$ cat src/rtl/lsu_lane_pkg.sv
package lsu_lane_pkg;
  localparam int BYTE_W = 8;

  typedef enum logic {
    SZ_BYTE = 1'b0,
    SZ_WORD = 1'b1
  } acc_size_e;
endpackage

$ cat src/rtl/lsu_order_latch.sv
module lsu_order_latch (
  input  logic clk,
  input  logic rst,
  input  logic cfg_big_i,
  output logic big_o
);
  // Captured on every reset edge; frozen once reset is released.
  always_ff @(posedge clk) begin
    if (rst) big_o <= cfg_big_i;
  end
endmodule

$ cat src/rtl/lsu_load_path.sv
module lsu_load_path
  import lsu_lane_pkg::*;
#(
  parameter int DATA_W = 32
) (
  input  logic                          clk,
  input  logic                          rst,
  input  logic                          big_i,
  input  logic                          req_i,
  input  logic [DATA_W-1:0]             word_i,
  input  logic [$clog2(DATA_W/8)-1:0]   ofs_i,
  input  acc_size_e                     size_i,
  input  logic                          signed_i,
  output logic                          valid_o,
  output logic [DATA_W-1:0]             data_o,
  output logic                          fault_o
);
  localparam int LANES = DATA_W / BYTE_W;
  localparam int OFS_W = $clog2(LANES);
  localparam int EXT_W = DATA_W - BYTE_W;

  logic [LANES-1:0][BYTE_W-1:0] lanes_in;
  logic [DATA_W-1:0]            word_rev;
  logic [OFS_W-1:0]             lane_sel;
  logic [BYTE_W-1:0]            pick;
  logic [DATA_W-1:0]            byte_ext;
  logic [DATA_W-1:0]            word_val;
  logic                         misalign;

  for (genvar g = 0; g < LANES; g++) begin : g_lane
    assign lanes_in[g] = word_i[g*BYTE_W +: BYTE_W];
    assign word_rev[g*BYTE_W +: BYTE_W] = word_i[(LANES-1-g)*BYTE_W +: BYTE_W];
  end

  always_comb begin
    lane_sel = big_i ? ~ofs_i : ofs_i;
    pick     = lanes_in[lane_sel];
    byte_ext = signed_i ? {{EXT_W{pick[BYTE_W-1]}}, pick} : {{EXT_W{1'b0}}, pick};
    word_val = big_i ? word_rev : word_i;
    misalign = (size_i == SZ_WORD) && (ofs_i != '0);
  end

  always_ff @(posedge clk) begin
    if (rst) begin
      valid_o <= 1'b0;
      fault_o <= 1'b0;
      data_o  <= '0;
    end else begin
      valid_o <= req_i && !misalign;
      fault_o <= req_i && misalign;
      if (req_i && !misalign) data_o <= (size_i == SZ_BYTE) ? byte_ext : word_val;
    end
  end
endmodule

$ cat src/rtl/lsu_store_path.sv
module lsu_store_path
  import lsu_lane_pkg::*;
#(
  parameter int DATA_W = 32
) (
  input  logic                          clk,
  input  logic                          rst,
  input  logic                          big_i,
  input  logic                          req_i,
  input  logic [$clog2(DATA_W/8)-1:0]   ofs_i,
  input  acc_size_e                     size_i,
  input  logic [DATA_W-1:0]             data_i,
  output logic                          wen_o,
  output logic [DATA_W/8-1:0]           strb_o,
  output logic [DATA_W-1:0]             data_o,
  output logic                          fault_o
);
  localparam int LANES = DATA_W / BYTE_W;
  localparam int OFS_W = $clog2(LANES);

  logic [DATA_W-1:0] data_rev;
  logic [DATA_W-1:0] byte_rep;
  logic [OFS_W-1:0]  lane_sel;
  logic [LANES-1:0]  strb_nx;
  logic [DATA_W-1:0] data_nx;
  logic              misalign;

  for (genvar g = 0; g < LANES; g++) begin : g_lane
    assign data_rev[g*BYTE_W +: BYTE_W] = data_i[(LANES-1-g)*BYTE_W +: BYTE_W];
    assign byte_rep[g*BYTE_W +: BYTE_W] = data_i[BYTE_W-1:0];
    assign strb_nx[g] = (size_i == SZ_WORD) || (lane_sel == OFS_W'(g));
  end

  always_comb begin
    lane_sel = big_i ? ~ofs_i : ofs_i;
    misalign = (size_i == SZ_WORD) && (ofs_i != '0);
    if (size_i == SZ_BYTE) data_nx = byte_rep;
    else                   data_nx = big_i ? data_rev : data_i;
  end

  always_ff @(posedge clk) begin
    if (rst) begin
      wen_o   <= 1'b0;
      strb_o  <= '0;
      data_o  <= '0;
      fault_o <= 1'b0;
    end else begin
      wen_o   <= req_i && !misalign;
      fault_o <= req_i && misalign;
      strb_o  <= (req_i && !misalign) ? strb_nx : '0;
      if (req_i && !misalign) data_o <= data_nx;
    end
  end
endmodule

$ cat src/rtl/ldst_lane_unit.sv
module ldst_lane_unit
  import lsu_lane_pkg::*;
#(
  parameter int DATA_W = 32
) (
  input  logic                        clk,
  input  logic                        rst,
  input  logic                        cfg_big_endian,
  input  logic                        rd_valid,
  input  logic [DATA_W-1:0]           rd_word,
  input  logic [$clog2(DATA_W/8)-1:0] rd_addr_lo,
  input  logic                        rd_size,
  input  logic                        rd_signed,
  input  logic                        st_valid,
  input  logic [$clog2(DATA_W/8)-1:0] st_addr_lo,
  input  logic                        st_size,
  input  logic [DATA_W-1:0]           st_data,
  output logic                        ld_valid,
  output logic [DATA_W-1:0]           ld_data,
  output logic                        wr_en,
  output logic [DATA_W/8-1:0]         wr_strb,
  output logic [DATA_W-1:0]           wr_data,
  output logic                        align_fault
);
  logic big_q;
  logic ld_fault;
  logic st_fault;

  lsu_order_latch u_order (
    .clk       (clk),
    .rst       (rst),
    .cfg_big_i (cfg_big_endian),
    .big_o     (big_q)
  );

  lsu_load_path #(.DATA_W(DATA_W)) u_load (
    .clk      (clk),
    .rst      (rst),
    .big_i    (big_q),
    .req_i    (rd_valid),
    .word_i   (rd_word),
    .ofs_i    (rd_addr_lo),
    .size_i   (acc_size_e'(rd_size)),
    .signed_i (rd_signed),
    .valid_o  (ld_valid),
    .data_o   (ld_data),
    .fault_o  (ld_fault)
  );

  lsu_store_path #(.DATA_W(DATA_W)) u_store (
    .clk     (clk),
    .rst     (rst),
    .big_i   (big_q),
    .req_i   (st_valid),
    .ofs_i   (st_addr_lo),
    .size_i  (acc_size_e'(st_size)),
    .data_i  (st_data),
    .wen_o   (wr_en),
    .strb_o  (wr_strb),
    .data_o  (wr_data),
    .fault_o (st_fault)
  );

  assign align_fault = ld_fault | st_fault;
endmodule

$ cat config.mk
export PLATFORM = sky130hd
export DESIGN_NAME = ldst_lane_unit
export DESIGN_NICKNAME = d
export VERILOG_FILES = /design/src/rtl/lsu_lane_pkg.sv /design/src/rtl/lsu_order_latch.sv /design/src/rtl/lsu_load_path.sv /design/src/rtl/lsu_store_path.sv /design/src/rtl/ldst_lane_unit.sv
export SDC_FILE = /design/constraint.sdc
export NUM_CORES = 1
export LEC_CHECK = 0
export ABC_AREA = 1
export BUFFER_PORTS_ARGS = -buffer_cell sky130_fd_sc_hd__buf_2
export CORE_MARGIN = 4
export CORE_UTILIZATION = 45
export CTS_BUF_LIST = sky130_fd_sc_hd__clkbuf_8 sky130_fd_sc_hd__clkbuf_16
export DETAILED_ROUTE_END_ITERATION = 16
export GPL_TIMING_DRIVEN = 1
export PLACE_DENSITY = 0.82
export RECOVER_POWER = 100
export SLEW_MARGIN = 20
export SYNTH_ARGS = -nofsm -noshare
export SYNTH_HDL_FRONTEND = slang
export SYNTH_SLANG_ARGS = --single-unit
$ cat constraint.sdc
create_clock -name clk -period 1.36 [get_ports clk]
set_input_delay 0.068 -clock clk [delete_from_list [all_inputs] [get_ports clk]]
set_output_delay 0.068 -clock clk [all_outputs]
set_load 0.005 [all_outputs]
==> results.yml <==
detailed_routing:
  drc_errors: 0
  routed_via_density: 5.48
  ant_nets: 0
  first_pass_iters: 5
  drtIter0Drc: 328
  num_vias: 4616
  drt_wl_total_mm: 12.9
  wl_per_cell_um: 15.3
floorplan:
  rows: 33
  die_area_mm2: 0.0102
  coreArea_mm2: 0.00830
  die-width_um: 101
  start_util: 0.469
  boundaryPins: 147
  die_height_um: 101
clock_tree:
  clockBufferDepth: 2
  ctsHtreeMaxLevel: 3
  clk_latency_ps: 360
  cts_buffers: 9
  clk_pin_slew_ps: 100
  root_buffer: "clkbuf_8"
  cts_tree: "built"
  cts.sink_count: 73
placed_design:
  place_ws_ps: -129
  place_congestion: 0.944
  dp_hpwl_mm: 9.22
  io_buffers: 146
yosys:
  seq_area_frac_synth: 0.378
  synth_cells: 575
  synth_edf_count: 1
  yosysWarnings: 0
  synth.top_cell.area_share: 0.371
  synth_area_per_cell_um2: 6.76
  synthFlopType: "dfxtp_1"
  ys_ff_latch: 73
  ys_types: 27
  synth_area_leaders: "dfxtp_1, o21ai_0, nand2_1, a21oi_1, inv_1"
  synthesis.nets: 651
  synth_most_common_cell: "o21ai_0"
  yosysTopAreaCell: "dfxtp_1"
  syn_area_mm2: 0.00389
  synth-async-reset-ratio: 0
  ys_top_cells_by_count: "o21ai_0, nand2_1, dfxtp_1, inv_1, a21oi_1"
sta:
  layout_min_cycle_time_ps: 1580
  clock.fmax_mhz: 633
  relSlewSlack: 0.629
  rsz0062_at_grt: "true"
  hold_viol_final: 0
  setup_ws_ps: -219
  skew_ps: 19.1
  slew_violations: 0
  period_share: 1.16
  finalSetupViolCount: 52
  worstMarginPinSlew_ps: 556
power:
  peakVddDrop_uv: 424
  power_leakage_nw: 2.48
  power.total_mw: 5.57
  p_per_area_mw_per_mm2: 1060
critical_path:
  timing.critical_path.from: "u_order.big_o$_DFFE_PP_"
  crit-reg2reg-launch: "u_order.big_o$_DFFE_PP_"
  setup.worst_path.end_class: "register"
  critPathArrivalTime_ps: 1810
  critical_path_class: "register to register"
  startpoint_type: "register"
  worstPathMaxFanout: 26
  required_ps: 1590
cells_and_area:
  nets: 807
  area_growth_pct: 35.3
  drive_gt1_frac: 0.268
  fillers: 749
min_path:
  hold_class: "input port to register"
  hp-start: "st_data[1]"
grt:
  grt_max_degree: 42
  grt_pass1_wl_mm: 20.2
  first_global_vias: 4325
  grt_use_total: 0.248
  grt.overflow.total: 0
  antenna_found_initial: 1
flow_run:
  max_cap_violations: 0
status:
  outcome: "finished with violations"
  violations: "negative setup slack"
-- layout make-up --
cell class / count / area, um2 / share of cell area
Inverter: 61 / 234 / 0.0445
Antenna cell: 1 / 2.50 / 0.000476
Multi-Input combinational cell: 400 / 2110 / 0.401
Clock inverter: 6 / 72.6 / 0.0138
Timing Repair Buffer: 186 / 1100 / 0.209
Clock buffer: 10 / 138 / 0.0262
Tap cell: 105 / 131 / 0.0250
Sequential cell: 73 / 1470 / 0.280
-- worst max-delay path, cell delays in order, from the launching register on --
cell and delay (ps):
edfxtp_1 480, buf_4 240, nand2_1 120, buf_12 170, nor2_1 70, a211oi_1 320, nor2_1 70
-- sequential cells by signal (all words and copies together), names as in the netlist --
name / flops
u_load.valid_o: 1
u_load.fault_o: 1
u_load.data_o: 32
u_order.big_o: 1
u_store.fault_o: 1
u_store.data_o: 32
u_store.strb_o: 4
u_store.wen_o: 1
-- cell usage in the layout, fill, tap and decap left out, types with 12 or more instances in the layout --
cell and instances:
nand3_1 15, nand2_1 105, buf_4 16, nor2_1 45, dfxtp_1 72, buf_2 103, inv_1 56, a21oi_1 51
a31oi_1 13, o21ai_0 107, dlygate4sd3_1 12, a21oi_2 24, clkbuf_1 43
-- kinds of logic (layout without fill, tap and decap cells) --
logic type	Yosys count	after routing	synth area share
buf+inv	103	263	0.110
flops	73	73	0.378
xor+xnor	2	2	0.00451
simple gates	179	180	0.190
compound gates	218	218	0.317
other cells	0	1	0
-- where the power goes --
| group | switching (mW) | leakage (nW) | internal, mW |
|---|---|---|---|
| combinational | 0.805 | 1.77 | 0.560 |
| clock | 0.897 | 0.104 | 0.921 |
| sequential | 0.0873 | 0.605 | 2.30 |
| total | 1.79 | 2.48 | 3.79 |
-- through the flow --
step	utilization	instances	TNS, ps	hold slack [ps]	cell area (um2)
2_1_floorplan	-	575	0	140	3910
3_3_place_gp	0.586	811	-855	253	4870
3_5_place_dp	0.586	811	-4040	248	4870
4_1_cts	0.631	839	-3260	-39.8	5240
5_1_grt	0.634	842	-8820	16.4	5260
6_report	0.634	842	-4240	24.4	5260
-- per-layer routing --
layer | vias up | track usage | wire [um]
met1 | 2082 | 0.306 | 5140
met4 | 0 | 0.0982 | 279
met3 | 25 | 0.0512 | 1420
met2 | 280 | 0.420 | 6080
li1 | 2229 | - | -
met5 | - | 0 | 0
-- worst paths after layout --
check	slack [ps]	end	depth (start not counted)
worst max-delay path	-220	u_store.data_o[3]$_SDFFE_PP0P_	6
worst min-delay path	20	u_store.data_o[1]$_SDFFE_PP0P_	3
worst max register to register	-220	u_store.data_o[3]$_SDFFE_PP0P_	6
worst min register to register	530	u_store.data_o[31]$_SDFFE_PP0P_	2
-- timing repair --
item	in CTS	in global routing
gates cloned	0	1
endpoints found under the setup margin	50	61
hold endpoints to repair	11	1
gates resized for setup	9	15
hold buffers	11	1
buffers inserted	1	1
pin swaps	0	3
Power figures use the tool's default switching activity.
